`config.mk`:
```
export PLATFORM = sky130hd
export DESIGN_NAME = irq_msg_gen
export DESIGN_NICKNAME = d
export VERILOG_FILES = /design/src/rtl/irq_msg_gen_pkg.sv /design/src/rtl/irq_msg_gen_qualify.sv /design/src/rtl/irq_msg_gen_prio.sv /design/src/rtl/irq_msg_gen_eoi_track.sv /design/src/rtl/irq_msg_gen.sv
export SDC_FILE = /design/constraint.sdc
export NUM_CORES = 1
export LEC_CHECK = 0
export BUFFER_PORTS_ARGS = -buffer_cell sky130_fd_sc_hd__buf_4
export CAP_MARGIN = 20
export CELL_PAD_IN_SITES_DETAIL_PLACEMENT = 1
export CELL_PAD_IN_SITES_GLOBAL_PLACEMENT = 1
export CORE_ASPECT_RATIO = 0.6
export CORE_MARGIN = 8
export CORE_UTILIZATION = 24
export DETAILED_ROUTE_END_ITERATION = 6
export PLACE_DENSITY_LB_ADDON = 0.1
export SYNTH_ARGS = -nofsm -noshare
export SYNTH_HDL_FRONTEND = slang
export SYNTH_SLANG_ARGS = --single-unit
```
`constraint.sdc`:
```
create_clock -name clk -period 1.51 [get_ports clk]
set_clock_uncertainty 0.1 [all_clocks]
set_input_delay 0.151 -clock clk [delete_from_list [all_inputs] [get_ports clk]]
set_output_delay 0.151 -clock clk [all_outputs]
set_load 0.02 [all_outputs]
```
`src/rtl/irq_msg_gen_pkg.sv`:
```
package irq_msg_gen_pkg;
    typedef enum logic [0:0] {
        ST_IDLE  = 1'b0,
        ST_OFFER = 1'b1
    } gen_state_e;
endpackage

```
`src/rtl/irq_msg_gen_qualify.sv`:
```
module irq_msg_gen_qualify #(
    parameter int NUM_SRC = 4
) (
    input  logic [NUM_SRC-1:0] irq_in,
    input  logic [NUM_SRC-1:0] cfg_mask,
    input  logic [NUM_SRC-1:0] cfg_pol,
    input  logic [NUM_SRC-1:0] cfg_eoi_req,
    input  logic [NUM_SRC-1:0] wait_eoi,
    output logic [NUM_SRC-1:0] eligible
);
    for (genvar g = 0; g < NUM_SRC; g++) begin : g_src
        logic active;
        logic blocked;
        // polarity 1 = active low
        assign active      = irq_in[g] ^ cfg_pol[g];
        // EOI wait only matters when request-EOI is enabled
        assign blocked     = cfg_eoi_req[g] & wait_eoi[g];
        assign eligible[g] = active & ~cfg_mask[g] & ~blocked;
    end
endmodule

```
`src/rtl/irq_msg_gen_prio.sv`:
```
module irq_msg_gen_prio #(
    parameter int NUM_SRC = 4,
    parameter int SRC_W   = 2
) (
    input  logic                clk,
    input  logic                rst_n,
    input  logic [NUM_SRC-1:0]  req,
    output logic                any,
    output logic [SRC_W-1:0]    pick
);
    always_comb begin
        pick = '0;
        for (int i = NUM_SRC - 1; i >= 0; i--) begin
            if (req[i]) pick = SRC_W'(i);
        end
    end
    assign any = |req;

    // lowest-numbered request wins
    assert_lowest_first_R7: assert property (@(posedge clk) disable iff (!rst_n)
        any |-> (req[pick] && ((req & ((NUM_SRC'(1) << pick) - NUM_SRC'(1))) == '0)));
endmodule

```
`src/rtl/irq_msg_gen_eoi_track.sv`:
```
module irq_msg_gen_eoi_track #(
    parameter int NUM_SRC = 4,
    parameter int SRC_W   = 2
) (
    input  logic                clk,
    input  logic                rst_n,
    input  logic [NUM_SRC-1:0]  set_vec,
    input  logic                eoi_valid,
    input  logic [SRC_W-1:0]    eoi_src,
    input  logic [NUM_SRC-1:0]  sw_clr,
    output logic [NUM_SRC-1:0]  wait_eoi
);
    logic [NUM_SRC-1:0] eoi_oh;
    logic [NUM_SRC-1:0] clr_vec;

    assign eoi_oh  = eoi_valid ? (NUM_SRC'(1) << eoi_src) : '0;
    assign clr_vec = sw_clr | eoi_oh;

    // set has priority over a same-cycle clear
    always_ff @(posedge clk) begin
        if (!rst_n) wait_eoi <= '0;
        else        wait_eoi <= (wait_eoi & ~clr_vec) | set_vec;
    end

    assert_eoi_clears_R4: assert property (@(posedge clk) disable iff (!rst_n)
        (eoi_valid && ((eoi_oh & set_vec) == '0)) |=> ((wait_eoi & $past(eoi_oh)) == '0));
endmodule

```
`src/rtl/irq_msg_gen.sv`:
```
module irq_msg_gen
    import irq_msg_gen_pkg::*;
#(
    parameter int NUM_SRC = 4,
    parameter int INFO_W  = 32,
    localparam int SRC_W  = (NUM_SRC > 1) ? $clog2(NUM_SRC) : 1
) (
    input  logic                       clk,
    input  logic                       rst_n,
    input  logic [NUM_SRC-1:0]         irq_in,
    input  logic [NUM_SRC-1:0]         cfg_mask,
    input  logic [NUM_SRC-1:0]         cfg_pol,
    input  logic [NUM_SRC-1:0]         cfg_eoi_req,
    input  logic [NUM_SRC-1:0]         cfg_passpw,
    input  logic [NUM_SRC*INFO_W-1:0]  cfg_info,
    input  logic                       eoi_valid,
    input  logic [SRC_W-1:0]           eoi_src,
    input  logic [NUM_SRC-1:0]         sw_clr,
    output logic                       msg_valid,
    input  logic                       msg_ready,
    output logic [SRC_W-1:0]           msg_src,
    output logic [INFO_W-1:0]          msg_info,
    output logic                       msg_passpw,
    output logic [NUM_SRC-1:0]         wait_eoi
);
    gen_state_e         state_q, state_d;
    logic [NUM_SRC-1:0] eligible;
    logic               any_elig;
    logic [SRC_W-1:0]   pick_idx;
    logic               load_msg;
    logic               handshake;
    logic [SRC_W-1:0]   src_q;
    logic [INFO_W-1:0]  info_q;
    logic               pw_q;
    logic               eoi_q;
    logic [NUM_SRC-1:0] src_oh;
    logic [NUM_SRC-1:0] set_vec;

    irq_msg_gen_qualify #(.NUM_SRC(NUM_SRC)) u_qualify (
        .irq_in      (irq_in),
        .cfg_mask    (cfg_mask),
        .cfg_pol     (cfg_pol),
        .cfg_eoi_req (cfg_eoi_req),
        .wait_eoi    (wait_eoi),
        .eligible    (eligible)
    );

    irq_msg_gen_prio #(.NUM_SRC(NUM_SRC), .SRC_W(SRC_W)) u_prio (
        .clk   (clk),
        .rst_n (rst_n),
        .req   (eligible),
        .any   (any_elig),
        .pick  (pick_idx)
    );

    // state register
    always_ff @(posedge clk) begin
        if (!rst_n) state_q <= ST_IDLE;
        else        state_q <= state_d;
    end

    // transitions: GO_OFFER, GO_IDLE, HOLD
    always_comb begin
        state_d  = state_q;
        load_msg = 1'b0;
        unique case (state_q)
            ST_IDLE: begin
                if (any_elig) begin
                    state_d  = ST_OFFER;
                    load_msg = 1'b1;
                end
            end
            ST_OFFER: begin
                if (msg_ready) state_d = ST_IDLE;
            end
            default: state_d = ST_IDLE;
        endcase
    end

    // outputs
    always_comb begin
        msg_valid  = (state_q == ST_OFFER);
        handshake  = msg_valid && msg_ready;
        msg_src    = src_q;
        msg_info   = info_q;
        msg_passpw = pw_q;
    end

    // payload capture, held through the offer
    always_ff @(posedge clk) begin
        if (!rst_n) begin
            src_q  <= '0;
            info_q <= '0;
            pw_q   <= 1'b0;
            eoi_q  <= 1'b0;
        end else if (load_msg) begin
            src_q  <= pick_idx;
            info_q <= cfg_info[pick_idx*INFO_W +: INFO_W];
            pw_q   <= cfg_passpw[pick_idx];
            eoi_q  <= cfg_eoi_req[pick_idx];
        end
    end

    assign src_oh  = NUM_SRC'(1) << src_q;
    assign set_vec = (handshake && eoi_q) ? src_oh : '0;

    irq_msg_gen_eoi_track #(.NUM_SRC(NUM_SRC), .SRC_W(SRC_W)) u_eoi (
        .clk       (clk),
        .rst_n     (rst_n),
        .set_vec   (set_vec),
        .eoi_valid (eoi_valid),
        .eoi_src   (eoi_src),
        .sw_clr    (sw_clr),
        .wait_eoi  (wait_eoi)
    );

    assert_payload_hold_R8: assert property (@(posedge clk) disable iff (!rst_n)
        (msg_valid && !msg_ready) |=> (msg_valid && $stable(msg_src)
                                       && $stable(msg_info) && $stable(msg_passpw)));

    assert_gap_after_accept_R9: assert property (@(posedge clk) disable iff (!rst_n)
        (msg_valid && msg_ready) |=> !msg_valid);

    assert_masked_silent_R1: assert property (@(posedge clk) disable iff (!rst_n)
        $rose(msg_valid) |-> (($past(cfg_mask) & src_oh) == '0));

    assert_eoi_block_R3: assert property (@(posedge clk) disable iff (!rst_n)
        $rose(msg_valid) |-> (($past(cfg_eoi_req & wait_eoi) & src_oh) == '0));

    assert_status_set_R3: assert property (@(posedge clk) disable iff (!rst_n)
        (handshake && eoi_q) |=> ((wait_eoi & $past(src_oh)) != '0));
endmodule

```
==> summary.txt, run 1 <==
STA
  • Worst Slack Setup Final: -0.168 ns
  • Final Setup Violations: 34
  • RSZ-0062 raised after global routing: true
  • Crit share post-route: 111%
  • Slew margin rel.: 74.5%
  • Worst Tran Pin Value: 0.380 ns
  • Final min period: 1.68 ns
  • Max-slew violations: 0
  • F_max: 0.596 GHz
  • Hold violation count in the final report: 0

Power and ir drop
  • Peak VDD IR: 457 uV
  • Pleak: 2.06 nW
  • Pwr dens: 886 nW/um^2

Flow run
  • Max-cap violations: 0

Floorplanning
  • Io pins: 198
  • Num rows: 28
  • Core area: 9880 um^2
  • Die ar.: 13,700 um^2
  • DIE HEIGHT: 94.1 um
  • Die W: 146 um
  • Initial core utilization: 24.7%

Outcome
  • Failing checks: negative setup slack
  • Outcome: complete, but fails checks

Route
  • Met3 Wirelength: 1050 um
  • Via/cell ratio: 4.99
  • Met2 wire len: 5640 um
  • Total routed wirelength: 12,900 um
  • Pre-antenna DRT Iters: 4
  • Antenna viol nets, final: 0
  • Vias: 3,058
  • Post-route DRC: 0
  • Wirelength per Cell: 21.0 um
  • Highest Signal Layer: met4
  • First DRT Iteration DRCs: 75
  • Routed length on met1: 6110 um

Finish
  • Antenna Cells: 0
  • Fraction of layout instances using a drive strength above 1: 63.4%
  • Final core utilization: 47.6%
  • Nets: 636
  • Area growth syn-to-layout: 93.1%

Clock network
  • Clk buf depth: 2
  • Clock transition at path regs: 0.06 ns
  • TritonCTS clock tree: yes
  • Clock Latency Late Sink: 0.29 ns
  • CTS buffer count: 5
  • Max H-tree Level: 2
  • Total clock sinks: 41
  • # hold bufs at CTS: 0
  • Root buffer cell: clkbuf_16

Setup path
  • Buf+Inv Stages, Crit Path: 2
  • Startpoint Class: flip-flop
  • Worst EP arrival: 1.79 ns
  • Top delay family on crit path: compound AO/OA/AOI/OAI gates
  • Critical-path top delay cell: dfxtp_2
  • CP Capture Type: flip-flop
  • CP cell instances: a21o_1 -> or2_4 -> a31oi_4 -> buf_12 -> clkbuf_16 -> o221ai_1 -> o22ai_1
  • Crit path kind: reg -> reg
  • CP max stage delay: 0.32 ns
  • Worst EP required: 1.63 ns
  • Max Fanout on Critical Path: 7

Synthesis
  • YS warnings: 0
  • Post-synth top flop: dfxtp_1
  • Synth Instances: 257
  • Ys async rst share: 0%
  • Synth cell types: 37
  • EDFF count, synth: 0
  • Synth Area per Inst: 9.48 um^2
  • Number of synthesized register bits: 41
  • Seq/Total Area, Yosys: 33.7%
  • Netlist Area Pre-Place: 2440 um^2
  • Post-Syn Nets: 415

Placement
  • Final Wtd Congestion: 0.815
  • DP Worst Slack: -0.284 ns
  • Post-DP HPWL: 10,000 um
  • Port bufs: 197

Global route
  • Global-route wire length before repair: 19,000 um
  • Vias in the first global route: 3,378
  • GRT Util Overall: 17.4%
  • Initial antenna violation count: 0
  • Total congestion overflow: 0
  • Largest net degree at the start of global routing: 28

Min path
  • Hold crit path type: in -> reg
final cells by class:
cell class	instances	area, um^2
clock buffer	7	143
inverter	35	131
multi-input combinational	157	1480
fill	1150	5170
timing repair buffer	238	1950
tap	135	169
sequential	41	825
cells in the mapped netlist (2+ instances only):
master | number | share of area, %
and2_1 | 3 | 0.77
dfxtp_1 | 41 | 34
nand3b_1 | 3 | 0.92
nor2_1 | 5 | 0.77
buf_2 | 12 | 2.5
a221oi_2 | 30 | 18
o22ai_1 | 35 | 9.0
o21ai_0 | 4 | 0.82
nand3_1 | 2 | 0.41
nor3b_1 | 2 | 0.62
xnor2_1 | 3 | 1.1
nand2_1 | 7 | 1.1
o221a_2 | 2 | 0.92
clkbuf_1 | 8 | 1.2
o221ai_1 | 33 | 12
a21oi_1 | 5 | 1.0
a221oi_1 | 3 | 1.1
inv_1 | 35 | 5.4
nor2b_1 | 2 | 0.51
a21o_1 | 3 | 0.92
buf_4 | 3 | 0.92
flip-flops by register name, summed over array words and instances (netlist names):
register	flops
eoi_q	1
msg_info	32
msg_passpw	1
msg_src	2
msg_valid	1
u_eoi.wait_eoi	4
report_power, final:
group | switching [W] | total (W) | internal, W
Sequential | 0.0000829 | 0.00130 | 0.00122
Combinational | 0.000866 | 0.00178 | 0.000916
Clock | 0.000435 | 0.00109 | 0.000650
Total | 0.00138 | 0.00417 | 0.00278
worst reg2reg max path: cells and delay by family, from the launching register on:
family	cells	cell delay (ns)
buf+inv	2	0.32
compound gates	4	0.62
simple gates	1	0.25
flops	1	0.32
kinds of logic (layout without fill, tap and decap cells):
family,after synthesis,in the layout,synth area share (%)
compound gates,124,124,48.0
buf+inv,59,280,10.2
flops,41,41,33.7
simple gates,28,28,6.26
xor+xnor,4,4,1.44
mux,1,1,0.411
final timing paths:
| path | cells past startpoint | from | to | slack [ns] |
|---|---|---|---|---|
| worst max-delay path | 7 | u_eoi.wait_eoi[1]$_SDFF_PN0_ | msg_info[7]$_SDFFE_PN0P_ | -0.17 |
| worst max register to register | 7 | u_eoi.wait_eoi[1]$_SDFF_PN0_ | msg_info[7]$_SDFFE_PN0P_ | -0.17 |
| worst min-delay path | 3 | cfg_info[110] | msg_info[14]$_SDFFE_PN0P_ | 0.04 |
| worst min register to register | 2 | msg_info[27]$_SDFFE_PN0P_ | msg_info[27]$_SDFFE_PN0P_ | 0.36 |
metrics by stage:
stage / std cells / hold WS (ns) / area, um^2 / TNS [ns] / power [W]
after floorplan: 257 / 0.230 / 2500 / -2.97 / 0.00211
after global placement: 602 / 0.326 / 4390 / -6.38 / 0.00296
after detailed placement: 602 / 0.338 / 4390 / -7.61 / 0.00299
after CTS: 609 / 0.0363 / 4570 / -3.61 / 0.00411
after global routing: 613 / 0.0405 / 4710 / -6.79 / 0.00438
final: 613 / 0.0449 / 4710 / -4.45 / 0.00417
cell usage in the layout (no fill, tap or decap), types with 4 or more instances in the layout:
| master | instances |
|---|---|
| a21oi_1 | 4 |
| a221oi_2 | 31 |
| buf_12 | 10 |
| buf_4 | 224 |
| clkbuf_16 | 7 |
| dfxtp_1 | 38 |
| inv_1 | 35 |
| nand2_1 | 6 |
| o21ai_0 | 4 |
| o221ai_1 | 24 |
| o221ai_2 | 9 |
| o22ai_1 | 34 |
metal layers:
metal  GRT usage, %  vias up
li1               -     1482
met1           22.1     1428
met2           27.5      140
met3           7.02        8
met4           3.15        0
met5              0        -
timing repair:
item,CTS,global route
pin swaps,1,5
gates cloned,0,2
endpoints found under the setup margin,34,35
buffers inserted,0,2
resized for setup,9,12
Power figures use the tool's default switching activity.
==> run 2: changes to the inputs <==
--- a/config.mk
+++ b/config.mk
@@ -13,7 +13,7 @@
 export CORE_MARGIN = 8
 export CORE_UTILIZATION = 24
 export DETAILED_ROUTE_END_ITERATION = 6
-export PLACE_DENSITY_LB_ADDON = 0.1
+export PLACE_DENSITY = 0.79
 export SYNTH_ARGS = -nofsm -noshare
 export SYNTH_HDL_FRONTEND = slang
 export SYNTH_SLANG_ARGS = --single-unit
==> run 2 against run 1 <==
Net effect: the run still ends with negative setup slack left; flip-flop and latch count is the same; fmax shrank 0.91%; first-iteration DRC count grew 1.3%; final cell count is the same; total power shrank 2.5%; core utilization shrank 0.70 points; non-clock buffer count shrank 1; critical path depth shrank 1; routed wire length shrank 4.2%; worst setup slack lost 0.015 ns; via count shrank 0.36%; critical path type unchanged; highest routed layer unchanged.
==> summary.txt, run 2 (synthesized netlist as in run 1, its figures left out) <==
STA
  • Hold violation count in the final report: 0
  • RSZ-0062 raised after global routing: true
  • Crit share post-route: 112%
  • Max-slew violations: 0
  • Worst Tran Pin Value: 0.419 ns
  • Final min period: 1.69 ns
  • Worst Slack Setup Final: -0.183 ns
  • Slew margin rel.: 71.9%
  • Hold slack: 0.0375 ns
  • F_max: 0.591 GHz
  • Final Setup Violations: 35

Setup path
  • CP max stage delay: 0.32 ns
  • Worst EP required: 1.61 ns
  • Crit path kind: reg -> reg
  • R2R depth: 6
  • Critical-path top delay cell: dfxtp_2
  • CP cell instances: a21o_1 -> or2_4 -> a31oi_4 -> buf_12 -> o221ai_1 -> o22ai_1
  • Max Fanout on Critical Path: 18
  • Worst EP arrival: 1.80 ns
  • CP Capture Type: flip-flop
  • Startpoint Class: flip-flop

Power and ir drop
  • Pleak: 2.03 nW
  • Design Power: 0.00406 W
  • Peak VDD IR: 498 uV
  • Pwr dens: 876 nW/um^2

Placement
  • Cells after DPL: 602
  • Final Wtd Congestion: 0.777
  • DP Worst Slack: -0.335 ns
  • Post-DP HPWL: 10,100 um
  • Port bufs: 197

Floorplanning
  • Die W: 146 um
  • Core area: 9880 um^2
  • Io pins: 198
  • DIE HEIGHT: 94.1 um
  • Die ar.: 13,700 um^2
  • Num rows: 28
  • Initial core utilization: 24.7%

Finish
  • Max FFs per register: 32
  • Nets: 635
  • Post-Layout Cell Count: 613
  • Area growth syn-to-layout: 90.2%
  • Most frequent cells in the layout: buf_4 (224), dfxtp_1 (38), inv_1 (35)
  • Antenna Cells: 0
  • Most common cell after layout, fill and taps aside: buf_4
  • Fraction of layout instances using a drive strength above 1: 61.1%

Route
  • Antenna viol nets, final: 0
  • Wirelength per Cell: 20.1 um
  • Post-route DRC: 0
  • First DRT Iteration DRCs: 76
  • Total routed wirelength: 12,300 um
  • Vias: 3,047
  • Pre-antenna DRT Iters: 4
  • Via/cell ratio: 4.97

Min path
  • Hold crit path type: in -> reg
  • Hold path depth: 3

Outcome
  • Outcome: complete, but fails checks
  • Failing checks: negative setup slack

Clock network
  • TritonCTS clock tree: yes
  • CTS buffer count: 5
  • Root buffer cell: clkbuf_16
  • Clock Latency Late Sink: 0.28 ns
  • Clk buf depth: 2
  • # hold bufs at CTS: 0
  • Clock transition at path regs: 0.06 ns
  • Total clock sinks: 41
  • Max H-tree Level: 2

Global route
  • GRT Util Overall: 17.1%
  • Vias in the first global route: 3,407
  • Largest net degree at the start of global routing: 20
  • Global-route wire length before repair: 18,700 um
  • Initial antenna violation count: 0
  • Total congestion overflow: 0

Flow run
  • Max-cap violations: 0
-- run 2: power breakdown --
| group | internal [W] | total [W] | switching [W] |
|---|---|---|---|
| registers | 0.00122 | 0.00130 | 0.0000845 |
| clock network | 0.000616 | 0.00104 | 0.000427 |
| logic | 0.000877 | 0.00172 | 0.000842 |
-- run 2: path summary, 6_finish.rpt --
check,startpoint,endpoint,slack (ns)
hold / removal,cfg_info[92],msg_info[28]$_SDFFE_PN0P_,0.04
setup reg to reg,u_eoi.wait_eoi[1]$_SDFF_PN0_,msg_info[18]$_SDFFE_PN0P_,-0.18
hold reg to reg,msg_info[27]$_SDFFE_PN0P_,msg_info[27]$_SDFFE_PN0P_,0.36
setup / recovery,u_eoi.wait_eoi[1]$_SDFF_PN0_,msg_info[18]$_SDFFE_PN0P_,-0.18
-- run 2: layout make-up --
type	instances	area (um^2)
flip-flops and latches	41	825
multi-input cells	157	1480
repair buffers	237	1900
well taps	135	169
clock buffers	8	136
fillers	1161	5240
inverters	35	131
-- run 2: what timing repair did --
| item | CTS | global route |
|---|---|---|
| pin swaps | 2 | 1 |
| resized for setup | 9 | 13 |
| cloned | 0 | 1 |
| buffers inserted | 0 | 2 |
| endpoints found under the hold margin | 0 | 0 |
| setup endpoints to repair | 35 | 36 |
-- run 2: metal layers --
metal	vias to the layer above	wire length [um]	global-route usage (%)	share of wire (%)
met5	-	0	0	0
met4	0	116	3.67	0.94
met3	10	983	6.40	8.0
met2	133	5820	29.0	47
met1	1431	5410	20.4	44
li1	1473	-	-	-
-- run 2: worst max-delay path, delay by kind of cell (launching register included) --
kind,cells,cell delay (ns)
AOI/OAI and AO/OA,4,0.72
DFF,1,0.32
and+or+nand+nor,1,0.26
buffers and inverters,1,0.20
-- run 2: through the flow --
step	area, um^2	utilization, %	setup TNS (ns)
after global placement	4370	44.2	-8.09
final	4640	46.9	-4.70
after global routing	4640	46.9	-7.53
after CTS	4540	46.0	-4.76
after floorplan	2500	-	-2.97
after detailed placement	4370	44.2	-10.07
==> run 3: changes to the inputs <==
--- a/config.mk
+++ b/config.mk
@@ -17,3 +17,4 @@
 export SYNTH_ARGS = -nofsm -noshare
 export SYNTH_HDL_FRONTEND = slang
 export SYNTH_SLANG_ARGS = --single-unit
+export TNS_END_PERCENT = 10
==> run 3 against run 2 <==
Net effect: the flow still finishes with violations (negative setup slack); final cell count unchanged; count of clock-buffer cells in the layout shrank 1; sequential share of layout area shrank 0.76 points; non-clock buffer count unchanged; via count rose by 2.2%; register-to-register slack worse by 0.02 ns; global-route usage is 0.33 points higher; fmax shrank 1.3%; highest routed layer unchanged.
==> summary.txt, run 3 (synthesized netlist as in run 1, its figures left out) <==
Outcome
  • Outcome: complete, but fails checks
  • Failing checks: negative setup slack

Setup path
  • Worst reg2reg endpoint: msg_info[11]$_SDFFE_PN0P_
  • Max Fanout on Critical Path: 6
  • R2R Setup Slk: -0.21 ns
  • Crit path kind: reg -> reg
  • RR Startpoint: u_eoi.wait_eoi[1]$_SDFF_PN0_
  • Worst EP required: 1.61 ns
  • CP Capture Type: flip-flop
  • Worst EP arrival: 1.82 ns
  • Startpoint Class: flip-flop
  • R2R depth: 7

Global route
  • Global-route wire length before repair: 19,100 um
  • Initial antenna violation count: 0
  • Vias in the first global route: 3,458
  • GRT Util Overall: 17.4%
  • Total congestion overflow: 0
  • Largest net degree at the start of global routing: 28

STA
  • Post-route setup TNS: -5.12 ns
  • F_max: 0.583 GHz
  • Max-slew violations: 0
  • Final min period: 1.72 ns
  • Final Setup Violations: 34
  • Crit share post-route: 114%
  • Worst Slack Setup Final: -0.206 ns
  • RSZ-0062 raised after global routing: true
  • Worst Tran Pin Value: 0.439 ns
  • Slew margin rel.: 70.5%
  • Hold violation count in the final report: 0

Clock network
  • Total clock sinks: 41
  • Clk buf depth: 2
  • Root buffer cell: clkbuf_16
  • TritonCTS clock tree: yes
  • # hold bufs at CTS: 0
  • Clock transition at path regs: 0.06 ns
  • Clock Latency Late Sink: 0.29 ns
  • Max H-tree Level: 2
  • CTS buffer count: 5

Route
  • Total routed wirelength: 13,300 um
  • Antenna viol nets, final: 0
  • Vias: 3,113
  • Post-route DRC: 0
  • First DRT Iteration DRCs: 104
  • Wirelength per Cell: 21.7 um
  • Via/cell ratio: 5.08
  • Pre-antenna DRT Iters: 4

Finish
  • Area occupied by multi-input gates: 1620 um^2
  • Post-Layout Cell Count: 613
  • Area growth syn-to-layout: 98.8%
  • Sequential cell area: 825 um^2
  • Max FFs per register: 32
  • Most common cell after layout, fill and taps aside: buf_4
  • # fillers: 1,136
  • Fraction of layout instances using a drive strength above 1: 66.3%
  • Most frequent cells in the layout: buf_4 (225), dfxtp_1 (38), inv_1 (35)
  • Fin area: 4840 um^2
  • Antenna Cells: 0
  • Nets: 635

Placement
  • Post-DP HPWL: 9950 um
  • Placed inst area: 4360 um^2
  • Cells after DPL: 599
  • Port bufs: 197
  • Final Wtd Congestion: 0.875

Floorplanning
  • Die ar.: 13,700 um^2
  • Die W: 146 um
  • Initial core utilization: 24.7%
  • Io pins: 198
  • Num rows: 28
  • Core area: 9880 um^2
  • DIE HEIGHT: 94.1 um

Power and ir drop
  • Pleak: 2.08 nW
  • Peak VDD IR: 420 uV
  • Pwr dens: 898 nW/um^2

Min path
  • Min-delay src: cfg_info[76]
  • Hold crit path type: in -> reg
  • End of the worst hold path: msg_info[12]$_SDFFE_PN0P_
  • Hold path depth: 3

Flow run
  • Max-cap violations: 0
## run 3: worst max path at each step
| stage | startpoint | endpoint | slack (ns) |
|---|---|---|---|
| 2_1_floorplan | u_eoi.wait_eoi[0]$_SDFF_PN0_ | msg_info[27]$_SDFFE_PN0P_ | -0.1 |
| 3_3_place_gp | irq_in[2] | msg_info[15]$_SDFFE_PN0P_ | -0.24 |
| 3_5_place_dp | cfg_pol[2] | msg_info[15]$_SDFFE_PN0P_ | -0.33 |
| 4_1_cts | u_eoi.wait_eoi[1]$_SDFF_PN0_ | msg_info[23]$_SDFFE_PN0P_ | -0.18 |
| 5_1_grt | u_eoi.wait_eoi[1]$_SDFF_PN0_ | msg_info[3]$_SDFFE_PN0P_ | -0.24 |
| 6_report | u_eoi.wait_eoi[1]$_SDFF_PN0_ | msg_info[11]$_SDFFE_PN0P_ | -0.21 |
## run 3: worst max-delay path, stage by stage, from the launching register on
cell and delay [ns]:
dfxtp_2 0.33, a21o_1 0.16, or2_4 0.27, a31oi_4 0.18, buf_12 0.17, clkbuf_16 0.15
o221ai_2 0.10, o22ai_1 0.17
## run 3: repair_timing
action	in CTS	in global routing
setup endpoints to repair	34	34
setup buffers	4	1
cloned	1	3
gates resized for setup	13	31
pin swaps	5	24
## run 3: report_power, final
group | total [W] | internal, W | switching [W]
combinational | 0.00188 | 0.000947 | 0.000936
sequential | 0.00130 | 0.00122 | 0.0000815
clock | 0.00117 | 0.000702 | 0.000466
total | 0.00435 | 0.00287 | 0.00148
## run 3: routing by layer
metal  vias up  track usage [%]  part of all wire, %
li1       1483                -                    -
met1      1490             21.6                   44
met2       135             28.9                   47
met3         5             6.78                  8.4
met4         0             2.13                 0.27
met5         -                0                    0
## run 3: layout make-up
type                            count  share of cell area, %
Clock buffer                        7                   3.15
Tap cell                          135                   3.49
Timing Repair Buffer              237                   40.1
Clock inverter                      1                  0.103
Inverter                           35                   2.71
Multi-Input combinational cell    157                   33.4
Sequential cell                    41                   17.0
## run 3: stage by stage
step	hold WS, ns	setup WS (ns)	util [%]	power [W]
after floorplan	0.230	-0.0971	-	0.00211
after global placement	0.323	-0.242	44.1	0.00291
after detailed placement	0.333	-0.328	44.1	0.00297
after CTS	0.0317	-0.183	46.6	0.00421
after global routing	0.0333	-0.239	49.0	0.00455
final	0.0300	-0.206	49.0	0.00435
